<file path="config.mk">
export PLATFORM = sky130hd
export DESIGN_NAME = mbflag_ctrl
export DESIGN_NICKNAME = d
export VERILOG_FILES = /design/src/rtl/mbflag_pkg.sv /design/src/rtl/mbflag_setmap.sv /design/src/rtl/mbflag_store.sv /design/src/rtl/mbflag_irq.sv /design/src/rtl/mbflag_ctrl.sv
export SDC_FILE = /design/constraint.sdc
export NUM_CORES = 1
export LEC_CHECK = 0
export BUFFER_PORTS_ARGS = -buffer_cell sky130_fd_sc_hd__buf_2
export CORE_UTILIZATION = 45
export CTS_CLUSTER_SIZE = 25
export DETAILED_ROUTE_END_ITERATION = 8
export GPL_ROUTABILITY_DRIVEN = 0
export GPL_TIMING_DRIVEN = 1
export MAX_ROUTING_LAYER = met4
export PLACE_DENSITY = 0.8
export SETUP_SLACK_MARGIN = 0.05
export SYNTH_ARGS = -nofsm -noshare
export SYNTH_HDL_FRONTEND = slang
export SYNTH_SLANG_ARGS = --single-unit
</file>
<file path="constraint.sdc">
create_clock -name clk -period 1.25 [get_ports clk]
set_input_delay 0.25 -clock clk [delete_from_list [all_inputs] [get_ports clk]]
set_output_delay 0.25 -clock clk [all_outputs]
set_load 0.1 [all_outputs]
</file>
<file path="src/rtl/mbflag_pkg.sv">
package mbflag_pkg;
  localparam int BUF_CNT   = 32;
  localparam int FIFO_SPAN = 8;
  localparam int OVF_POS   = 7;
  localparam int WARN_POS  = 6;
  localparam int AVAIL_POS = 5;

  typedef enum logic {
    SEL_FLAG = 1'b0,
    SEL_EN   = 1'b1
  } reg_sel_e;
endpackage

</file>
<file path="src/rtl/mbflag_setmap.sv">
module mbflag_setmap #(
  parameter int NUM_BUF   = 32,
  parameter int FIFO_SPAN = 8,
  parameter int OVF_POS   = 7,
  parameter int WARN_POS  = 6,
  parameter int AVAIL_POS = 5
) (
  input  logic               fifo_mode,
  input  logic [NUM_BUF-1:0] buf_done,
  input  logic [2:0]         fifo_ev,   // {ovf, warn, avail}
  output logic [NUM_BUF-1:0] set_vec
);
  for (genvar i = 0; i < NUM_BUF; i++) begin : g_bit
    if (i == OVF_POS) begin : g_ovf
      assign set_vec[i] = fifo_mode ? fifo_ev[2] : buf_done[i];
    end else if (i == WARN_POS) begin : g_warn
      assign set_vec[i] = fifo_mode ? fifo_ev[1] : buf_done[i];
    end else if (i == AVAIL_POS) begin : g_avail
      assign set_vec[i] = fifo_mode ? fifo_ev[0] : buf_done[i];
    end else if (i < FIFO_SPAN) begin : g_low
      assign set_vec[i] = fifo_mode ? 1'b0 : buf_done[i];
    end else begin : g_high
      assign set_vec[i] = buf_done[i];
    end
  end
endmodule

</file>
<file path="src/rtl/mbflag_store.sv">
module mbflag_store #(
  parameter int NUM_BUF   = 32,
  parameter int FIFO_SPAN = 8,
  parameter int AVAIL_POS = 5
) (
  input  logic               clk,
  input  logic               rst_n,
  input  logic               fifo_mode,
  input  logic               mode_chg,
  input  logic [NUM_BUF-1:0] set_vec,
  input  logic [NUM_BUF-1:0] clr_vec,
  output logic [NUM_BUF-1:0] flags_q
);
  function automatic logic [NUM_BUF-1:0] low_ones(input int n);
    logic [NUM_BUF-1:0] m;
    for (int k = 0; k < NUM_BUF; k++) m[k] = (k < n);
    return m;
  endfunction

  localparam logic [NUM_BUF-1:0] SPAN_M   = low_ones(FIFO_SPAN);
  localparam logic [NUM_BUF-1:0] UNUSED_M = low_ones(AVAIL_POS);

  // set wins over clear on the same bit
  function automatic logic [NUM_BUF-1:0] next_flags(
    input logic [NUM_BUF-1:0] cur,
    input logic [NUM_BUF-1:0] setv,
    input logic [NUM_BUF-1:0] clrv,
    input logic               fmode,
    input logic               chg
  );
    logic [NUM_BUF-1:0] n;
    n = (cur & ~clrv) | setv;
    if (fmode) n = n & ~UNUSED_M;
    if (chg)   n = n & ~SPAN_M;
    return n;
  endfunction

  always_ff @(posedge clk or negedge rst_n) begin
    if (!rst_n) flags_q <= '0;
    else        flags_q <= next_flags(flags_q, set_vec, clr_vec, fifo_mode, mode_chg);
  end
endmodule

</file>
<file path="src/rtl/mbflag_irq.sv">
module mbflag_irq #(
  parameter int NUM_BUF = 32
) (
  input  logic               clk,
  input  logic               rst_n,
  input  logic               mask_we,
  input  logic [NUM_BUF-1:0] wdata,
  input  logic [NUM_BUF-1:0] flags_q,
  output logic [NUM_BUF-1:0] mask_q,
  output logic               irq_q
);
  function automatic logic any_pending(input logic [NUM_BUF-1:0] f,
                                       input logic [NUM_BUF-1:0] m);
    return |(f & m);
  endfunction

  always_ff @(posedge clk or negedge rst_n) begin
    if (!rst_n) begin
      mask_q <= '0;
      irq_q  <= 1'b0;
    end else begin
      if (mask_we) mask_q <= wdata;
      irq_q <= any_pending(flags_q, mask_q);
    end
  end
endmodule

</file>
<file path="src/rtl/mbflag_ctrl.sv">
module mbflag_ctrl #(
  parameter int NUM_BUF   = mbflag_pkg::BUF_CNT,
  parameter int FIFO_SPAN = mbflag_pkg::FIFO_SPAN,
  parameter int OVF_POS   = mbflag_pkg::OVF_POS,
  parameter int WARN_POS  = mbflag_pkg::WARN_POS,
  parameter int AVAIL_POS = mbflag_pkg::AVAIL_POS
) (
  input  logic               clk,
  input  logic               rst_n,
  input  logic               fifo_mode,
  input  logic [NUM_BUF-1:0] buf_done,
  input  logic               fifo_ovf_ev,
  input  logic               fifo_warn_ev,
  input  logic               fifo_avail_ev,
  input  logic               reg_wr,
  input  logic               reg_sel,
  input  logic [NUM_BUF-1:0] reg_wdata,
  output logic [NUM_BUF-1:0] reg_rdata,
  output logic               irq_out
);
  import mbflag_pkg::*;

  logic               mode_q;
  logic               mode_chg;
  logic               mask_we;
  logic [NUM_BUF-1:0] set_vec;
  logic [NUM_BUF-1:0] clr_vec;
  logic [NUM_BUF-1:0] flags_q;
  logic [NUM_BUF-1:0] mask_q;

  always_ff @(posedge clk or negedge rst_n) begin
    if (!rst_n) mode_q <= 1'b0;
    else        mode_q <= fifo_mode;
  end

  assign mode_chg = fifo_mode ^ mode_q;
  assign mask_we  = reg_wr && (reg_sel == SEL_EN);
  assign clr_vec  = (reg_wr && (reg_sel == SEL_FLAG)) ? reg_wdata : '0;

  mbflag_setmap #(
    .NUM_BUF(NUM_BUF), .FIFO_SPAN(FIFO_SPAN),
    .OVF_POS(OVF_POS), .WARN_POS(WARN_POS), .AVAIL_POS(AVAIL_POS)
  ) setmap_i (
    .fifo_mode (fifo_mode),
    .buf_done  (buf_done),
    .fifo_ev   ({fifo_ovf_ev, fifo_warn_ev, fifo_avail_ev}),
    .set_vec   (set_vec)
  );

  mbflag_store #(
    .NUM_BUF(NUM_BUF), .FIFO_SPAN(FIFO_SPAN), .AVAIL_POS(AVAIL_POS)
  ) store_i (
    .clk       (clk),
    .rst_n     (rst_n),
    .fifo_mode (fifo_mode),
    .mode_chg  (mode_chg),
    .set_vec   (set_vec),
    .clr_vec   (clr_vec),
    .flags_q   (flags_q)
  );

  mbflag_irq #(.NUM_BUF(NUM_BUF)) irq_i (
    .clk     (clk),
    .rst_n   (rst_n),
    .mask_we (mask_we),
    .wdata   (reg_wdata),
    .flags_q (flags_q),
    .mask_q  (mask_q),
    .irq_q   (irq_out)
  );

  assign reg_rdata = (reg_sel == SEL_EN) ? mask_q : flags_q;
endmodule

</file>
* Word-level counts from Yosys, hierarchy flattened
Index checks and enable logic that the tools add are counted.
** Word-level totals
- Input bits :: 72
- Bits in registers :: 66
- Word-level logic and storage cells :: 25
- Output and inout port bits :: 33
** Cells by class
- Reduce and logical (&&, ||, !) cells :: 3
- Mux-type cells :: 12
- Bitwise logic cells :: 6
** Operators with widths (count)
- 32-bit bitwise AND :: 2
- 32-bit two-way mux :: 2
- 32-bit inverter :: 1
- 32-bit bitwise OR :: 1
- 32-bit OR reduction :: 1
- 1-bit two-way mux :: 8
- 8-bit two-way mux :: 1
- 5-bit two-way mux :: 1
- 1-bit logical AND :: 2
- 1-bit inverter :: 1
- 1-bit bitwise XOR :: 1

* Longest topological paths before layout
Gate-level depths: netlist (run 1).
- Word-level depth :: 8
- Mapped depth :: 6
- Mapped depth without buffers :: 3

* Modules after synthesis
From an unflattened synthesis (run 1), not the netlist that was laid out.
** Unflattened totals
- Cells, all modules :: 304
- Area total of the unflattened synthesis :: 3643.5 µm²
** Modules (own cells, without submodules)
- mbflag_irq :: seq. area each 825.8 µm², area an instance 1357.6 µm², times used 1, cells an instance 90
- mbflag_store :: seq. area each 800.8 µm², area an instance 1218.7 µm², times used 1, cells an instance 105
- mbflag_ctrl :: seq. area each 25.0 µm², area an instance 809.5 µm², times used 1, cells an instance 77
- mbflag_setmap :: seq. area each 0.0 µm², area an instance 257.7 µm², times used 1, cells an instance 32

* Worst setup path after synthesis (run 1)
Ideal clock, no wire load.
- Kind :: in2out
- Start point :: input reg_sel
- End point :: output reg_rdata[10]
- Required time :: 1000 ps
- Arrival time :: 1198 ps
- Path slack :: -198 ps
- Stages :: 3
- Buffers on the path :: 2
- Cell sequence :: buf_2 > buf_2 > mux2_2
** On the way
- Word-level cells in the longest chain between the ends :: 1
** RTL lines
- from (decl) :: line mbflag_ctrl.sv:16 : input logic reg_sel,
- 32-bit two-way mux :: line mbflag_ctrl.sv:72 : assign reg_rdata = (reg_sel == SEL_EN) ? mask_q : flags_q;
- to (decl) :: line mbflag_ctrl.sv:18 : output logic [NUM_BUF-1:0] reg_rdata,
Every way passes these cells.

* Worst setup path in the final report (run 1)
- Start point :: register store_i.flags_q[4]
- End point :: register irq_i.irq_q
** On the way
- Word-level cells in the longest chain between the ends :: 2
** RTL lines
- from (decl) :: line mbflag_store.sv:12 : output logic [NUM_BUF-1:0] flags_q
- from (signal assigned) :: line mbflag_store.sv:40 : else flags_q <= next_flags(flags_q, set_vec, clr_vec, fifo_mode, mode_chg);
- 32-bit bitwise AND :: line mbflag_irq.sv:14 : return |(f & m);
- 32-bit OR reduction :: line mbflag_irq.sv:14
- to (signal assigned) :: line mbflag_irq.sv:23 : irq_q <= any_pending(flags_q, mask_q);
- to (decl) :: line mbflag_irq.sv:10 : output logic irq_q
Every way passes these cells.
A chain may end at the register's enable or synchronous reset.

==> out/metrics.yaml, run 1 <==
floorplanning:
  dieArea_um2: 7060
  fp.dieH_um: 84.0
  fp.coreArea_um2: 6420
  ios: 105
  die_w_um: 84.0
  fp-row-count: 29
  initial_utilization: 0.471
critical_path:
  end_kind: "flop"
  crit_chain: "buf_4 > a22oi_1 > nand4_1 > or4_1"
  worstPathArrival_ns: 1.83
  critPathMaxStageDelay_ns: 0.53
  startpoint: "store_i.flags_q[4]"
  r2r_slack_ns: -0.36
  crit_type: "reg -> reg"
  worstPathMaxFanout: 2
  startpoint_type: "flop"
  r2r_start: "store_i.flags_q[4]"
  crit_slowest_cell: "or4_1"
  worst_ep_required_time_ns: 1.47
global_route:
  grt_pass1_vias: 3147
  grt_max_degree: 67
  gr-total-overflow: 0
  grt_pass1_wl_mm: 15.2
  antenna_found_initial: 0
  grt_usage: 0.292
power:
  p_per_area_nw_per_um2: 1340
  p_leak_nw: 2.72
  power_w: 0.00757
  vdd_drop_max_uv: 1240
yosys:
  yosysWarnings: 0
  synthMuxAreaShare: 0.238
  ys.flop_type: "dfrtp_1"
  postSynth.asyncResetShare: 1.00
  avgSynthCellArea_um2: 12.8
  synth_adder_area_share: 0
  yosysMostFrequentCell: "dfrtp_1"
  synth_top_family_by_area: "multiplexers"
  synth_cells: 236
  syn-num-nets: 308
  synthSimpleGateAreaFrac: 0.0566
  synth.top_cell.area_share: 0.546
  syn_area_um2: 3030
  synth_area_leader_cell: "dfrtp_1"
  synth_area_leaders: "dfrtp_1, mux2_2, a21o_1"
  synth-seq-area-share: 0.546
  synth-compound-area-share: 0.140
  synthTopCellsByCount: "dfrtp_1, mux2_2, nand2_1"
  synth_cell_type_count: 20
  synthXorXnorAreaFrac: 0
  synth_edf_count: 0
  synth-seq-cells: 66
timing:
  finalSetupViolCount: 33
  hold_violations: 0
  holdWs_ns: 0.0420
  timing.final.crit_share: 1.29
  max-slew-margin-rel: 0.761
  slew_violations: 0
  fin_skew_ns: 0.00763
  clock.fmax_mhz: 621
  tightest_slew_ns: 0.358
  rsz0062_at_grt: "yes"
  fin_ws_ns: -0.362
  fin_crit_ns: 1.61
route:
  first_iter_violations: 208
  drc: 13
  drt_wl_total_mm: 10.2
  first_pass_iters: 7
  wl_per_cell_um: 18.6
  via_count: 2933
  avgViaCountPerCell: 5.32
  postRouteAntennaNets: 0
outcome:
  violations: "design-rule violations, negative setup slack"
  outcome: "finished, violations left"
cts:
  insertion_delay_ns: 0.35
  cts_root_buf: "clkbuf_8"
  clk_pin_slew_ns: 0.08
  cts_tree: "built"
  cts_htree_levels: 3
  clock_sinks: 66
  clk_path_buf_depth: 2
  cts_buffers: 9
placed_design:
  dpl_cell_area_um2: 4800
  dp_hpwl_mm: 6.14
  dp_slack_ns: -0.276
  portBuffers: 104
finish:
  drive_gt1_frac: 0.665
  area.sequential_um2: 1650
  postLayoutCellArea_um2: 5640
  multi_input_area_um2: 1450
  fill_cells: 266
  diodes: 0
  syn2layout_area_growth_pct: 86.2
  nNetsFinal: 541
min_path:
  hold_path_class: "in -> reg"
  min_from: "fifo_mode"
job:
  drv_cap: 0
[routing by layer]
layer | up-vias | track usage | part of all wire
met2 | 102 | 0.516 | 0.56
met4 | 0 | 0.125 | 0.022
met3 | 21 | 0.0781 | 0.041
li1 | 1338 | - | -
met1 | 1472 | 0.305 | 0.38
met5 | - | - | 0
[report_power, final]
| group | switching (W) | internal [W] | leakage [nW] |
|---|---|---|---|
| registers | 0.000160 | 0.00235 | 0.728 |
| logic | 0.00166 | 0.00154 | 1.89 |
| clock network | 0.000881 | 0.000978 | 0.103 |
| total | 0.00270 | 0.00487 | 2.72 |
[registers in the layout, indices dropped and copies added, names as in the netlist]
name and flops:
irq_i.mask_q 32, store_i.flags_q 32, irq_i.irq_q 1, mode_q 1
[final timing paths]
check | to | cells past startpoint
worst max-delay path | irq_i.irq_q | 4
worst min-delay path | mode_q | 1
worst max register to register | irq_i.irq_q | 4
worst min register to register | irq_i.mask_q[11] | 1
max in group asynchronous | irq_i.mask_q[6] | 3
min in group asynchronous | store_i.flags_q[27] | 3
[critical path: cells and delay by family, from the launching register on]
kind                   cells  cell delay, ns
buffers and inverters      1            0.15
DFF                        1            0.41
AOI/OAI and AO/OA          1            0.26
and+or+nand+nor            2            0.67
[cells by family (layout without fill, tap and decap cells)]
group                  count (synthesis)  count (layout)
DFF                                   66              66
muxes                                 64              64
AOI/OAI and AO/OA                     59              59
and+or+nand+nor                       37              37
buffers and inverters                 10             248
[repair_timing]
action                     CTS  global route
setup endpoints to repair   34            34
buffers inserted            32            24
cloned                       0             0
hold buffers                 1             0
pin swaps                    2             3
hold endpoints to repair    66             0
resized for setup           44             8
[layout make-up]
class / count / area share
Timing Repair Buffer: 232 / 0.396
Sequential cell: 66 / 0.293
Multi-Input combinational cell: 160 / 0.258
Tap cell: 77 / 0.0171
Clock inverter: 6 / 0.0115
Clock buffer: 10 / 0.0244
[stage by stage]
stage / std cells / utilization / TNS (ns)
CTS: 527 / 0.845 / -10.65
floorplan: 236 / - / -0.0147
detailed placement: 478 / 0.748 / -7.97
finish: 551 / 0.877 / -10.64
global route: 551 / 0.877 / -11.62
global placement: 478 / 0.748 / -6.85
[layout by cell type, fill, tap and decap left out, types with 2 or more instances in the layout]
master     n
buf_4     74
clkinv_2   2
a21o_1    24
nand4_1    4
dfrtp_1   66
a21boi_0   5
mux2_4    32
a22oi_2    3
clkbuf_8  10
nand2_1   25
o22ai_1    3
a22oi_1   13
o21a_1     5
buf_6     47
buf_12    39
nand3b_1   3
buf_2     71
mux2_2    30
mux2_1     2
a21oi_1    6
No activity file was read; power rests on OpenSTA's default activity.
==> run 2, diff against run 1 <==
--- a/config.mk
+++ b/config.mk
@@ -6,7 +6,7 @@
 export NUM_CORES = 1
 export LEC_CHECK = 0
 export BUFFER_PORTS_ARGS = -buffer_cell sky130_fd_sc_hd__buf_2
-export CORE_UTILIZATION = 45
+export CORE_UTILIZATION = 47
 export CTS_CLUSTER_SIZE = 25
 export DETAILED_ROUTE_END_ITERATION = 8
 export GPL_ROUTABILITY_DRIVEN = 0
@@ -16,4 +16,5 @@
 export SETUP_SLACK_MARGIN = 0.05
 export SYNTH_ARGS = -nofsm -noshare
 export SYNTH_HDL_FRONTEND = slang
+export SYNTH_HIERARCHICAL = 1
 export SYNTH_SLANG_ARGS = --single-unit
==> run 2 against run 1 <==
The flow finishes with violations (negative setup slack). Non-clock buffer count is 13 lower. Wire length increased by 3.8%. Core utilization shrank 7.4 points. Critical endpoint is now irq_i/irq_q.
==> out/metrics.yaml, run 2 <==
outcome:
  outcome: "finished, violations left"
  violations: "negative setup slack"
yosys:
  yosysMostFrequentCell: "dfrtp_1"
  synth_area_leaders: "dfrtp_1, mux2_2, and3b_1"
  syn-num-nets: 376
  syn_area_um2: 3640
  synth-seq-cells: 66
  synth_cells: 304
  synthTopCellsByCount: "dfrtp_1, mux2_2, and3b_1, inv_1"
  synth-seq-area-share: 0.453
  ys.flop_type: "dfrtp_1"
  synth.top_cell.area_share: 0.453
  postSynth.asyncResetShare: 1.00
  synth_cell_type_count: 21
  synth_area_leader_cell: "dfrtp_1"
  avgSynthCellArea_um2: 12.0
  yosysWarnings: 6
  synth_edf_count: 0
placed_design:
  dp_hpwl_mm: 6.62
  dpl_cell_area_um2: 5100
  portBuffers: 104
  dp_slack_ns: -0.215
global_route:
  met2_usage: 0.471
  use_met1: 0.303
  grt_max_degree: 67
  grt_usage: 0.268
  gr-total-overflow: 0
  antenna_found_initial: 0
  grt_pass1_vias: 3373
  globalRouteMet3Util: 0.0533
  grt_pass1_wl_mm: 16.6
  grt_most_used_layer: "met2"
job:
  drv_cap: 0
min_path:
  min_from: "buf_done[13]"
  hold_path_class: "in -> reg"
cts:
  cts_root_buf: "clkbuf_8"
  clk_path_buf_depth: 2
  insertion_delay_ns: 0.34
  cts_htree_levels: 3
  cts_tree: "built"
  cts_buffers: 9
  clk_pin_slew_ns: 0.08
  clock_sinks: 66
critical_path:
  startpoint: "store_i/flags_q[26]"
  startpoint_type: "flop"
  worst_ep_required_time_ns: 1.45
  crit_type: "reg -> reg"
  crit_chain: "buf_4 > buf_4 > a22oi_1 > nand4_1 > or4_1"
  cp_top_family: "simple AND/OR/NAND/NOR gates"
  crit_top_cell: "buf_4"
  worstPathMaxFanout: 2
  critPathMaxStageDelay_ns: 0.49
  end_kind: "flop"
  worstPathArrival_ns: 1.81
  crit_buf_inv: 2
  r2r_start: "store_i/flags_q[26]"
  crit_slowest_cell: "or4_1"
timing:
  finalSetupViolCount: 33
  clock.fmax_mhz: 622
  fin_skew_ns: 0.0106
  rsz0062_at_grt: "yes"
  tightest_slew_ns: 0.362
  hold_violations: 0
  fin_ws_ns: -0.357
  slew_violations: 0
  max-slew-margin-rel: 0.758
  timing.final.crit_share: 1.29
  fin_crit_ns: 1.61
finish:
  postLayoutCellArea_um2: 5920
  nNetsFinal: 568
  drive_gt1_frac: 0.627
  final_common_cell: "buf_2"
  syn2layout_area_growth_pct: 62.5
  final_cell_mix: "buf_2, buf_4, dfrtp_1"
  diodes: 0
  largestRegisters: "irq_i/mask_q (32), store_i/flags_q (32)"
  utilization: 0.803
route:
  via_count: 3031
  first_iter_violations: 159
  wl_per_cell_um: 17.7
  drc: 0
  postRouteAntennaNets: 0
  avgViaCountPerCell: 5.05
  first_pass_iters: 4
  drt_wl_total_mm: 10.6
power:
  p_leak_nw: 2.94
  vdd_drop_max_uv: 663
  p_per_area_nw_per_um2: 1310
  power_w: 0.00774
floorplanning:
  initial_utilization: 0.494
  fp-row-count: 31
  ios: 105
  fp.coreArea_um2: 7370
  die_w_um: 90.0
  dieArea_um2: 8110
  fp.dieH_um: 90.0
run 2: per-stage QoR:
step | hold slack, ns | TNS [ns] | instances
floorplan | -0.0456 | -1.24 | 304
global placement | 0.291 | -6.51 | 533
detailed placement | 0.294 | -7.51 | 533
CTS | 0.0727 | -9.73 | 584
global route | 0.0709 | -10.81 | 600
finish | 0.0832 | -9.67 | 600
run 2: where the power goes:
part / internal, W / total (W) / leakage, nW / switching, W
registers: 0.00235 / 0.00251 / 0.729 / 0.000161
clock network: 0.00117 / 0.00199 / 0.109 / 0.000822
logic: 0.00155 / 0.00324 / 2.11 / 0.00168
run 2: worst paths after layout:
check	to	slack, ns	cells after the start
worst min register to register	store_i/flags_q[14]	0.53	1
worst max-delay path	irq_i/irq_q	-0.36	5
max in group asynchronous	irq_i/mask_q[12]	0.49	3
worst max register to register	irq_i/irq_q	-0.36	5
min in group asynchronous	store_i/flags_q[14]	0.44	3
worst min-delay path	store_i/flags_q[13]	0.08	2
run 2: cells by family after synthesis:
| family | after synthesis | synth area share |
|---|---|---|
| DFF | 66 | 0.453 |
| and+or+nand+nor | 52 | 0.116 |
| AOI/OAI and AO/OA | 48 | 0.0986 |
| buffers and inverters | 70 | 0.105 |
| xor gates and xnor gates | 1 | 0.00240 |
| muxes | 67 | 0.225 |
run 2: metal layers:
| metal | share of wire | up-vias |
|---|---|---|
| li1 | - | 1411 |
| met1 | 0.40 | 1498 |
| met2 | 0.52 | 99 |
| met3 | 0.050 | 23 |
| met4 | 0.021 | 0 |
| met5 | 0 | - |
run 2: final cells by class:
type / instances / area, um2
Tap cell: 99 / 124
Inverter: 32 / 120
Clock inverter: 5 / 77.6
Timing Repair Buffer: 219 / 2120
Sequential cell: 66 / 1650
Multi-Input combinational cell: 168 / 1680
Clock buffer: 11 / 141
Fill cell: 418 / 1450
run 2: what timing repair did:
| action | 4_1_cts | 5_1_grt |
|---|---|---|
| hold endpoints to repair | 66 | 0 |
| setup buffers | 34 | 16 |
| gates resized for setup | 54 | 4 |
| hold buffers | 1 | 0 |
| pin swaps | 1 | 2 |
| endpoints found under the setup margin | 33 | 34 |
